--- config.mk ---
export PLATFORM = sky130hd
export DESIGN_NAME = adaptive_gate_ctl
export DESIGN_NICKNAME = d
export VERILOG_FILES = /design/src/rtl/gd_pkg.sv /design/src/rtl/gd_span_counter.sv /design/src/rtl/gd_holdoff.sv /design/src/rtl/gd_seq.sv /design/src/rtl/adaptive_gate_ctl.sv
export SDC_FILE = /design/constraint.sdc
export NUM_CORES = 1
export LEC_CHECK = 0
export ABC_AREA = 1
export BUFFER_PORTS_ARGS = -buffer_cell sky130_fd_sc_hd__buf_2
export CAP_MARGIN = 20
export CORE_UTILIZATION = 55
export CTS_CLUSTER_SIZE = 30
export DETAILED_ROUTE_END_ITERATION = 10
export PLACE_DENSITY = 0.76
export SKIP_CTS_REPAIR_TIMING = 1
export SYNTH_ARGS = -nofsm -noshare
export SYNTH_HDL_FRONTEND = slang
export SYNTH_SLANG_ARGS = --single-unit
export TNS_END_PERCENT = 5
--- constraint.sdc ---
create_clock -name clk -period 2.46 [get_ports clk]
set_clock_uncertainty 0.15 [all_clocks]
set_input_delay 0 -clock clk [delete_from_list [all_inputs] [get_ports clk]]
set_output_delay 0 -clock clk [all_outputs]
set_load 0.01 [all_outputs]
--- src/rtl/gd_pkg.sv ---
package gd_pkg;

  typedef enum logic [2:0] {
    ST_IDLE    = 3'd0,
    ST_WAIT_HI = 3'd1,
    ST_HI      = 3'd2,
    ST_WAIT_LO = 3'd3,
    ST_LO      = 3'd4,
    ST_LO_HOLD = 3'd5
  } gd_state_e;

  // A hand-off may proceed when the opposite gate is sensed low or the wait ran out.
  function automatic logic f_path_clear(input logic sensed, input logic expired);
    return sensed | expired;
  endfunction

  // Saturating count has reached a limit.
  function automatic logic f_limit_hit(input logic [31:0] cnt, input logic [31:0] lim);
    return cnt >= lim;
  endfunction

  // The lower switch is cut on zero crossing only in diode emulation.
  function automatic logic f_zc_cut(input logic ccm, input logic zc);
    return !ccm && zc;
  endfunction

  // Both gates are inhibited by tristate or by a dropped enable.
  function automatic logic f_inhibit(input logic tri_q, input logic en);
    return tri_q | ~en;
  endfunction

endpackage

--- src/rtl/gd_span_counter.sv ---
module gd_span_counter #(
  parameter int unsigned W = 8
) (
  input  logic         clk,
  input  logic         rst_n,
  input  logic         clr,
  input  logic         run,
  output logic [W-1:0] cnt
);

  localparam logic [W-1:0] CMAX = {W{1'b1}};

  always_ff @(posedge clk or negedge rst_n) begin
    if (!rst_n)                  cnt <= '0;
    else if (clr)                cnt <= '0;
    else if (run && cnt != CMAX) cnt <= cnt + 1'b1;
  end

endmodule

--- src/rtl/gd_holdoff.sv ---
module gd_holdoff #(
  parameter int unsigned LOAD = 50
) (
  input  logic clk,
  input  logic rst_n,
  input  logic load,
  output logic done
);

  localparam int unsigned W = $clog2(LOAD + 2);

  generate
    if (LOAD == 0) begin : g_none
      assign done = 1'b1;
    end else begin : g_count
      logic [W-1:0] remain;
      always_ff @(posedge clk or negedge rst_n) begin
        if (!rst_n)           remain <= '0;
        else if (load)        remain <= W'(LOAD);
        else if (remain != 0) remain <= remain - 1'b1;
      end
      assign done = (remain == '0);
    end
  endgenerate

endmodule

--- src/rtl/gd_seq.sv ---
module gd_seq
  import gd_pkg::*;
(
  input  logic      clk,
  input  logic      rst_n,
  input  logic      inhibit,
  input  logic      pwm,
  input  logic      force_ccm,
  input  logic      zero_cross,
  input  logic      lo_clear,
  input  logic      hi_clear,
  input  logic      minoff_done,
  output gd_state_e st,
  output gd_state_e st_nxt
);

  always_comb begin
    st_nxt = st;
    if (inhibit) begin
      st_nxt = ST_IDLE;
    end else begin
      case (st)
        ST_IDLE:    if (pwm) st_nxt = ST_WAIT_HI;
        ST_WAIT_HI: begin
          if (!pwm)                           st_nxt = ST_WAIT_LO;
          else if (lo_clear && minoff_done)   st_nxt = ST_HI;
        end
        ST_HI:      if (!pwm) st_nxt = ST_WAIT_LO;
        ST_WAIT_LO: begin
          if (pwm)           st_nxt = ST_WAIT_HI;
          else if (hi_clear) st_nxt = ST_LO;
        end
        ST_LO: begin
          if (pwm)                                st_nxt = ST_WAIT_HI;
          else if (f_zc_cut(force_ccm, zero_cross)) st_nxt = ST_LO_HOLD;
        end
        ST_LO_HOLD: if (pwm) st_nxt = ST_WAIT_HI;
        default:    st_nxt = ST_IDLE;
      endcase
    end
  end

  always_ff @(posedge clk or negedge rst_n) begin
    if (!rst_n) st <= ST_IDLE;
    else        st <= st_nxt;
  end

endmodule

--- src/rtl/adaptive_gate_ctl.sv ---
module adaptive_gate_ctl
  import gd_pkg::*;
#(
  parameter int unsigned TO_W        = 8,
  parameter int unsigned MIN_OFF_CYC = 50,
  parameter int unsigned OC_DLY_CYC  = 27
) (
  input  logic            clk,
  input  logic            rst_n,
  input  logic            drv_en,
  input  logic            tri_req,
  input  logic            pwm,
  input  logic            force_ccm,
  input  logic            zero_cross,
  input  logic            lo_gate_low,
  input  logic            hi_gate_low,
  input  logic [TO_W-1:0] dis_timeout,
  output logic            hi_gate_en,
  output logic            lo_gate_en,
  output logic            oc_sample
);

  localparam int unsigned WAIT_W = TO_W + 1;
  localparam int unsigned OC_W   = $clog2(OC_DLY_CYC + 1) + 1;

  gd_state_e          st, st_nxt;
  logic               inhibit;
  logic               state_moves;
  logic               in_wait;
  logic               wait_expired;
  logic               lo_clear, hi_clear;
  logic               upper_leaving;
  logic               minoff_done;
  logic [WAIT_W-1:0]  wait_cnt;
  logic [OC_W-1:0]    lo_cnt;
  logic               lo_stays;
  logic               strobe_hit;

  assign inhibit      = f_inhibit(tri_req, drv_en);
  assign state_moves  = (st_nxt != st);
  assign in_wait      = (st == ST_WAIT_HI) || (st == ST_WAIT_LO);
  assign wait_expired = in_wait && f_limit_hit(32'(wait_cnt), 32'(dis_timeout));
  assign lo_clear     = f_path_clear(lo_gate_low, wait_expired);
  assign hi_clear     = f_path_clear(hi_gate_low, wait_expired);
  assign upper_leaving = (st == ST_HI) && (st_nxt != ST_HI);
  assign lo_stays     = (st_nxt == ST_LO);

  gd_seq u_seq (
    .clk         (clk),
    .rst_n       (rst_n),
    .inhibit     (inhibit),
    .pwm         (pwm),
    .force_ccm   (force_ccm),
    .zero_cross  (zero_cross),
    .lo_clear    (lo_clear),
    .hi_clear    (hi_clear),
    .minoff_done (minoff_done),
    .st          (st),
    .st_nxt      (st_nxt)
  );

  gd_span_counter #(.W(WAIT_W)) u_wait_cnt (
    .clk   (clk),
    .rst_n (rst_n),
    .clr   (state_moves),
    .run   (in_wait),
    .cnt   (wait_cnt)
  );

  gd_span_counter #(.W(OC_W)) u_lo_cnt (
    .clk   (clk),
    .rst_n (rst_n),
    .clr   (!lo_stays),
    .run   (st == ST_LO),
    .cnt   (lo_cnt)
  );

  gd_holdoff #(.LOAD(MIN_OFF_CYC)) u_minoff (
    .clk   (clk),
    .rst_n (rst_n),
    .load  (upper_leaving),
    .done  (minoff_done)
  );

  assign strobe_hit = (st == ST_LO) && (lo_cnt == OC_W'(OC_DLY_CYC));

  assign hi_gate_en = (st == ST_HI) && !inhibit;
  assign lo_gate_en = (st == ST_LO) && !inhibit;
  assign oc_sample  = strobe_hit && !inhibit;

endmodule

==> After elaboration in Yosys (flattened, before gate mapping) <==
Index checks and enable logic that the tools add are counted.
{ "totals": {"mem_bits_ro": 0, "latchBits": 0, "mem_bits_rw": 0, "register_bits": 24, "mem_count": 0, "inputBits": 17} }
{ "op_classes": {"shifts": 0, "add_sub_neg": 3, "div": 0, "n_eq_ne": 12, "n_mul": 0, "reduce_logical": 19, "n_bitwise": 4, "muxes": 16, "order_cmp": 1} }
{ "ops": {"columns": ["operator", "count"], "rows": [
  ["2-to-1 mux 3 bit", 9],
  ["2-to-1 mux 6 bit", 4],
  ["2-to-1 mux 9 bit", 2],
  ["one-hot mux 3 bit (5 select lines)", 1],
  ["logical AND 1 bit", 10],
  ["adder 9 x 1 -> 9 bit, second input constant", 1],
  ["equality test 3 bit, second input constant", 3],
  ["greater-or-equal comparator 9 x 8 -> 1 bit", 1],
  ["inequality test 9 bit, second input constant", 1],
  ["adder 6 x 1 -> 6 bit, second input constant", 1],
  ["equality test 3 x 2 -> 1 bit, second input constant", 2],
  ["equality test 6 x 5 -> 1 bit, second input constant", 1],
  ["zero test 6 bit", 1],
  ["inequality test 6 bit, second input constant", 1],
  ["nonzero test 6 bit", 1],
  ["subtractor 6 x 1 -> 6 bit, second input constant", 1],
  ["nonzero test 2 bit", 2],
  ["equality test 3 x 1 -> 1 bit, second input constant", 1],
  ["zero test 3 bit", 1],
  ["inequality test 3 x 2 -> 1 bit, second input constant", 1],
  ["inequality test 3 bit", 1],
  ["bitwise OR 1 bit", 3],
  ["zero test 1 bit", 2],
  ["inequality test 2 x 1 -> 1 bit, second input constant", 1],
  ["3 further kinds", 3]
]} }

==> Depth between registers and ports, before layout <==
Gate-level depths: netlist of the first run.
{ "depth": {"ltp_word": 12, "depth_mapped": 20} }

==> Hierarchy <==
A second synthesis of the first run with hierarchy kept.
{ "hier_totals": {"cells_unflattened": 273, "area_unflattened_um2": 1871.8} }
{ "modules_own_cells": {"columns": ["mod", "seq_area_each_um2", "area_each_um2", "n_inst", "cells_each"], "rows": [
  ["gd_span_counter (u_wait_cnt)", 225.2, 489.2, 1, 60],
  ["adaptive_gate_ctl", 0.0, 395.4, 1, 75],
  ["gd_span_counter (u_lo_cnt)", 150.1, 386.6, 1, 52],
  ["gd_holdoff", 150.1, 365.4, 1, 44],
  ["gd_seq", 75.1, 235.2, 1, 42]
]} }

==> Worst setup path after synthesis of the first run <==
OpenSTA, ideal clock, no wires.
{ "synth_path": {"path_type": "register -> register", "startpoint": "register u_wait_cnt.cnt[2]", "endpoint": "register u_wait_cnt.cnt[5]", "slack_ps": 386, "required_time_ps": 2189, "t_arrival_ps": 1803, "path_stages_with_launch": 17, "n_path_buf": 0, "path_cell_list": "dfrtp_1 > ha_1 > nand2_1 > nor2_1 > nand2_1 > nand3_1 > nand2_1 > nand2_1 > nand2_2 > nand2_2 > nand2_1 > o21ai_1 > nand2_1 > xor2_1 > nor2_4 > nand2_4 > nor2_2"} }
{ "synth_via": {"elab_chain_cells": 10, "elab_cells_between_ends": 18, "classes_between": "add/sub: 1; order compare: 1; eq/ne: 2; mux: 8; bitwise: 2; reduce/logical: 4"} }
{ "synth_rtl": {"columns": ["item", "line", "rtl"], "rows": [
  ["start: declaration", "gd_span_counter.sv:8", "output logic [W-1:0] cnt"],
  ["start signal: assignment", "gd_span_counter.sv:16", "else if (run && cnt != CMAX) cnt <= cnt + 1'b1;"],
  ["greater-or-equal comparator 9 x 8 -> 1 bit", "gd_pkg.sv:19", "return cnt >= lim;"],
  ["logical AND 1 bit", "adaptive_gate_ctl.sv:42", "assign wait_expired = in_wait && f_limit_hit(32'(wait_cnt), 32'(dis_timeout));"],
  ["bitwise OR 1 bit", "gd_pkg.sv:14", "return sensed | expired;"],
  ["logical AND 1 bit", "gd_seq.sv:26", "else if (lo_clear && minoff_done) st_nxt = ST_HI;"],
  ["2-to-1 mux 3 bit", "gd_seq.sv:26", null],
  ["2-to-1 mux 3 bit", "gd_seq.sv:25", "if (!pwm) st_nxt = ST_WAIT_LO;"],
  ["one-hot mux 3 bit (5 select lines)", "gd_seq.sv:22", "case (st)"],
  ["2-to-1 mux 3 bit", "gd_seq.sv:19", "if (inhibit) begin"],
  ["inequality test 3 bit", "adaptive_gate_ctl.sv:40", "assign state_moves = (st_nxt != st);"],
  ["2-to-1 mux 9 bit / nonzero test 2 bit (equally long branches)", null, null]
]} }
Several ways; a longest one is shown, not always the timed one. The select of a mux whose other input is x is not followed.
A chain may end at the register's enable or synchronous reset.

==> Final worst setup path of the first run <==
{ "layout_path": {"startpoint": "register u_wait_cnt.cnt[0]", "endpoint": "register u_wait_cnt.cnt[7]"} }
Same word-level chain as after synthesis.

==> impl_results.md, run 1 <==
- Status: complete, but fails checks
- Failing checks: design-rule violations
- Crit Path Class: reg -> reg
- WP data arrival: 2.41 ns
- CTS Buf Count: 3
- Clock sink total: 24
- Cell count after synthesis: 219
- Buffers on Ports: 19
- Vias in the first global route: approximately 1300
- Normalized max-slew margin: 64.6%
- Post-DP HPWL: around 2300 um
- Worst path cell trace: buf_4 -> ha_1 -> nand3_1 -> nor4_1 -> ha_1 -> nor2_8 -> nand4_2 -> nor2_1 -> inv_2 -> nor2_2 -> nand3_1 -> xor2_1 -> nor2_2
- Fin crit period: between 2 and 2.5 ns
- Final hold violations: 0
- Net Count, Synth: around 250
- Placer Congestion: 0.857
- WP data required: 2.53 ns
- Worst-Skew Late Latency: between 0.3 and 0.4 ns
- Pre-CTS setup slack: 0.188 ns
- Startpoint types: register
- Max-slew violation count: 0
- Routed WL per cell: 11.6 um
- Synth Cell Area: 1700 um2
- Clock buffer depth: 2
- First DRT Iteration DRCs: 59
- Sequential Power Share: 47.3%
- GRT Residual Overflow: 0
- Core box area: around 2900 um2
- Placed cells: 269
- Clock root cell: clkbuf_4
- CP endpoint kind: register
- Die width: 57.6 um
- Post-route worst setup slack: 0.117 ns
- Syn Area/Cell: 7.76 um2
- Fin nets: 281
- Full die area: roughly 3300 um2
- Combinational cell fraction of total power: between 20% and 30%
- Int Pwr: about 750 uW
- Ant diodes: 0
- Register area share after synthesis: 35.3%
- Largest net degree at the start of global routing: 25
- TritonCTS clock tree: yes
- Clk network pwr share: 25.5%
- Most used cells in the layout excluding fill and tap cells: 40 x nand2_1, 38 x inv_1, 23 x nor2_1, 23 x dfrtp_1, 19 x buf_2
- PwrDens: 549 nW/um2
- Sw frac: 31.6%
- Max-cap viol count: 0
- Commonest non-fill, non-tap cell in the layout: nand2_1
- Leakage power: 0.00105 uW
- RSZ-0062 raised after global routing: yes
- Layout cell share with drive strength beyond 1: 26.7%
- Maximum VDD drop: between 0.0006 and 0.0007 V
- HP Class: in -> reg
- DRC Markers: 3
- Least-Margin Pin Slew: 0.531 ns
- Initial antenna violation count: 0
- Period utilisation layout: 95.3%
- Post-synth cell types: 30
- DRT Pass-1 Iters: 7
- Critical Path Max Stage Delay: ~0.40 ns
- Area Overhead vs Synth: 18.0%
- Non-Filler Instances: 282
- Rows: 19
- Fmax: between 0.4 and 0.5 GHz
- Crit path max fanout: 6
- Yosys warns: 0
- Top cell family by delay on the critical path: simple AND/OR/NAND/NOR gates
- Yosys reg bits: 24
- Net Sw Power: 348 uW
- Routed Antenna Nets: 0
- Clock transition at the registers of the reported paths: 0.13 ns
- Tot GR Track Use: 20.7%
- I/O pin total: 20
- Buffers & Inverters on Critical Path: 2
- Crit-path slowest cell: dfrtp_1
- Die span in y: 57.6 um
- First-pass GRT wire length: 5260 um
- Starting Density: 59.6%
- Worst Hold Slack: roughly 0.012 ns
- DR vias/cell: around 5.0
- Final setup fails: 0
- Util after Layout: between 70% and 80%
- Vias after detailed routing: 1419
- DRT Wirelength: about 3300 um
- Htree depth: 1
==> synthesized netlist by cell type <==
master	count	share of area [%]
a21oi_1	4	1.2
a21oi_2	1	0.52
a31o_1	1	0.52
a31oi_2	1	0.74
clkinv_1	1	0.22
dfrtp_1	24	35
ha_1	12	8.8
inv_1	38	8.4
inv_2	5	1.1
mux2i_1	2	1.2
nand2_1	43	9.5
nand2_2	7	2.6
nand2_4	1	0.66
nand3_1	11	3.2
nand3b_1	2	0.88
nand4_1	2	0.74
nand4_2	1	0.74
nor2_1	23	5.1
nor2_2	12	4.4
nor2_4	2	1.3
nor2_8	2	2.4
nor3_1	4	1.2
nor4_1	1	0.37
o211ai_1	1	0.44
o21a_1	1	0.44
o21ai_0	2	0.59
o21ai_1	1	0.29
o21ai_2	1	0.52
xnor2_1	3	1.5
xor2_1	10	5.2
==> sequential cells by signal, indices dropped and copies added, names as in the netlist <==
register	count
u_minoff.g_count.remain	6
u_seq.st	3
u_wait_cnt.cnt	9
u_lo_cnt.cnt	6
==> kinds of logic (layout without fill, tap and decap cells) <==
logic type | after synthesis | after routing | share of synthesized area, %
and+or+nand+nor | 111 | 112 | 33.0
buffers and inverters | 44 | 75 | 9.71
DFF | 24 | 24 | 35.3
AOI/OAI and AO/OA | 13 | 13 | 5.22
xor gates and xnor gates | 13 | 13 | 6.70
adders and majority gates | 12 | 12 | 8.83
muxes | 2 | 2 | 1.18
==> stage by stage <==
stage	TNS, ns	total power [uW]	area [um2]
2_1_floorplan	0	727	1700
3_3_place_gp	0	796	1830
5_1_grt	-0.508	1180	2010
4_1_cts	0	1080	1890
6_report	0	1100	2010
3_5_place_dp	0	795	1830
==> final cells by class <==
type | instances | area [um2]
clock buffer | 3 | 22.5
clock inverter | 1 | 30.0
fill | 227 | 846
inverter | 44 | 165
multi-input combinational | 152 | 983
sequential | 24 | 602
tap | 31 | 38.8
timing repair buffer | 27 | 165
==> path summary, 6_finish.rpt <==
path / startpoint / endpoint / slack, ns / cells after the start
setup / recovery: u_wait_cnt.cnt[0] / u_wait_cnt.cnt[7] / 0.12 / 13
hold / removal: pwm / u_seq.st[0] / 0.01 / 6
setup reg to reg: u_wait_cnt.cnt[0] / u_wait_cnt.cnt[7] / 0.12 / 13
hold reg to reg: u_lo_cnt.cnt[1] / u_lo_cnt.cnt[1] / 0.42 / 2
max in group asynchronous: rst_n / u_wait_cnt.cnt[2] / 1.75 / 2
min in group asynchronous: rst_n / u_wait_cnt.cnt[0] / 0.03 / 2
==> power groups by stage <==
stage / clock network (uW) / logic, uW / registers, uW
floorplan: 0 / 209 / 518
global placement: 0 / 269 / 528
detailed placement: 0 / 267 / 528
CTS: 294 / 270 / 521
global route: 307 / 347 / 527
finish: 281 / 300 / 521
==> tightest hold or removal path, cell delays in order <==
cell and delay (ns):
buf_2 0.13, nand2_1 0.06, nand2_1 0.06, nand2_2 0.07, nand2_1 0.09, inv_1 0.04
==> metal layers <==
layer / vias up / wire (um) / GRT usage, %
met4: 0 / 20 / 5.57
met3: 2 / 124 / 4.99
met2: 26 / 1540 / 32.2
met1: 646 / 1590 / 28.7
li1: 745 / - / -
met5: - / 0 / 0
(Power assumes the default switching activity.)
==> inputs of run 2 (changes only) <==
--- a/config.mk
+++ b/config.mk
@@ -8,10 +8,9 @@
 export ABC_AREA = 1
 export BUFFER_PORTS_ARGS = -buffer_cell sky130_fd_sc_hd__buf_2
 export CAP_MARGIN = 20
-export CORE_UTILIZATION = 55
+export CORE_UTILIZATION = 45
 export CTS_CLUSTER_SIZE = 30
 export DETAILED_ROUTE_END_ITERATION = 10
-export PLACE_DENSITY = 0.76
 export SKIP_CTS_REPAIR_TIMING = 1
 export SYNTH_ARGS = -nofsm -noshare
 export SYNTH_HDL_FRONTEND = slang
==> run 2 against run 1 <==
Effect of this change: the flow finishes with violations (negative hold slack); non-clock buffer count is 3 lower; fmax is 0.88% lower; die area is 21% higher; register-to-register slack worse by 0.02 ns; critical endpoint is now u_wait_cnt.cnt[8]; sequential share of layout area is 0.11 points lower; combinational power hardly changed; final cell count is 3.9% higher; critical path depth is 6 higher.
==> impl_results.md, run 2 (same netlist as run 1, synthesis figures left out) <==
- PwrDens: 519 nW/um2 (was 549 nW/um2)
- Most used cells in the layout excluding fill and tap cells: 38 x inv_1, 37 x nand2_1, 23 x dfrtp_1, 22 x nor2_1, 19 x buf_2 (was 40 x nand2_1, 38 x inv_1, 23 x nor2_1, 23 x dfrtp_1, 19 x buf_2)
- Max-cap viol count: 0 (unchanged)
- Crit path max fanout: 5 (was 6)
- Fin crit period: 2.36 ns (was 2.34 ns)
- Max-slew violation count: 0 (unchanged)
- Fin area: 2010 um2 (about the same)
- HP Class: in -> reg (unchanged)
- DP Area: 1860 um2 (was 1830 um2)
- DR vias/cell: 4.75 (was 5.03)
- CP endpoint kind: register (unchanged)
- WP data arrival: 2.42 ns (was 2.41 ns)
- DRT Pass-1 Iters: 4 (was 7)
- Commonest non-fill, non-tap cell in the layout: inv_1 (was nand2_1)
- First-pass GRT wire length: 5820 um (was 5260 um)
- I/O pin total: 20 (unchanged)
- Clock root cell: clkbuf_8 (was clkbuf_4)
- Startpoint types: register (unchanged)
- DRC Markers: 0 (was 3)
- Normalized max-slew margin: 63.9% (was 64.6%)
- Clock transition at the registers of the reported paths: 0.08 ns (was 0.13 ns)
- Initial antenna violation count: 0 (unchanged)
- Leakage power: 0.00104 uW (was 0.00105 uW)
- Final hold violations: 2 (was 0)
- Status: complete, but fails checks (unchanged)
- Die width: 63.5 um (was 57.6 um)
- Post-DP HPWL: 2450 um (was 2290 um)
- Buffers on Ports: 19 (unchanged)
- Starting Density: 49.0% (was 59.6%)
- TritonCTS clock tree: yes (unchanged)
- Crit Path Class: reg -> reg (unchanged)
- Vias in the first global route: 1345 (was 1278)
- Failing checks: negative hold slack (was design-rule violations)
- Fill count: 352 (was 227)
- Biggest regs: u_wait_cnt.cnt: 9 flops, u_lo_cnt.cnt: 6 flops, u_minoff.g_count.remain: 6 flops (unchanged)
- Placed cells: 285 (was 269)
- Biggest register: u_wait_cnt.cnt (unchanged)
- Htree depth: 1 (unchanged)
- Core box area: 3470 um2 (was 2850 um2)
- Non-Filler Instances: 293 (was 282)
- Area Overhead vs Synth: 18.5% (was 18.0%)
- RSZ-0062 raised after global routing: yes (unchanged)
- Layout cell share with drive strength beyond 1: 28.3% (was 26.7%)
- Max reg flops: 9 (unchanged)
- Routed WL per cell: 11.1 um (was 11.6 um)
- Rows: 21 (was 19)
- Final setup fails: 0 (unchanged)
- Period utilisation layout: 96.1% (was 95.3%)
- Vias after detailed routing: 1391 (was 1419)
- Fmax: 0.423 GHz (was 0.427 GHz)
- Die span in y: 63.5 um (was 57.6 um)
- Fin nets: 278 (was 281)
- GRT Residual Overflow: 0 (unchanged)
- Least-Margin Pin Slew: 0.541 ns (was 0.531 ns)
- Placer Congestion: 0.789 (was 0.857)
- WP data required: 2.51 ns (was 2.53 ns)
- Tot GR Track Use: 18.3% (was 20.7%)
- Ant diodes: 0 (unchanged)
- Clock sink total: 24 (unchanged)
- First DRT Iteration DRCs: 48 (was 59)
- CTS Buf Count: 3 (unchanged)
- Worst Hold Slack: -0.00715 ns (was 0.0120 ns)
- Worst-Skew Late Latency: 0.26 ns (was 0.31 ns)
- DRT Wirelength: 3240 um (was 3270 um)
- Clock buffer depth: 2 (unchanged)
- Routed Antenna Nets: 0 (unchanged)
- Util after Layout: 58.1% (was 70.4%)
- Full die area: 4030 um2 (was 3320 um2)
- Largest net degree at the start of global routing: 25 (unchanged)
- Maximum VDD drop: 0.000367 V (was 0.000644 V)
## run 2: critical path, stage by stage (launching register included)
cell,delay (ns)
dfrtp_1,0.40
ha_1,0.30
nand2_1,0.09
nor2_2,0.08
nand2_1,0.06
nand3_1,0.07
nand2_1,0.07
nand2_2,0.08
nand2_2,0.08
nand2_2,0.08
nand2_2,0.05
nand2_1,0.05
nand2_1,0.05
nand2_2,0.10
nand2_4,0.06
nand2_2,0.08
nand2_2,0.07
nor2_4,0.16
nand2_4,0.11
nor2_2,0.11
## run 2: worst paths after layout
path / from / cells past startpoint / to / slack (ns)
setup / recovery: u_wait_cnt.cnt[4] / 19 / u_wait_cnt.cnt[8] / 0.1
hold / removal: drv_en / 5 / u_seq.st[1] / -0.007
setup reg to reg: u_wait_cnt.cnt[4] / 19 / u_wait_cnt.cnt[8] / 0.1
hold reg to reg: u_minoff.g_count.remain[4] / 2 / u_minoff.g_count.remain[4] / 0.40
max in group asynchronous: rst_n / 2 / u_wait_cnt.cnt[1] / 1.67
min in group asynchronous: rst_n / 2 / u_lo_cnt.cnt[3] / 0.09
## run 2: cell type report
| type | instances | area [um2] | area share [%] |
|---|---|---|---|
| clock buffer | 3 | 41.3 | 2.05 |
| tap | 46 | 57.6 | 2.86 |
| inverter | 44 | 165 | 8.20 |
| timing repair buffer | 24 | 138 | 6.83 |
| multi-input combinational | 152 | 1010 | 50.2 |
| sequential | 24 | 602 | 29.9 |
## run 2: per-layer routing
metal | global-route usage, % | share of wire [%]
met1 | 25.0 | 50
met2 | 28.5 | 45
met3 | 3.62 | 3.3
met4 | 6.25 | 1.2
met5 | 0 | 0
## run 2: report_power, final
group,switching (uW),internal (uW)
logic,161,137
registers,64.8,457
clock network,118,109
total,343,703
## run 2: per-stage QoR
stage          TNS [ns]  hold WS, ns  setup slack, ns  total power, uW
6_report              0     -0.00715           0.0958             1050
5_1_grt          -0.572       0.0251          -0.0921             1140
4_1_cts               0       -0.421            0.155             1030
3_5_place_dp          0       -0.126            0.175              797
3_3_place_gp          0       -0.129            0.182              796
2_1_floorplan         0       -0.446            0.386              727
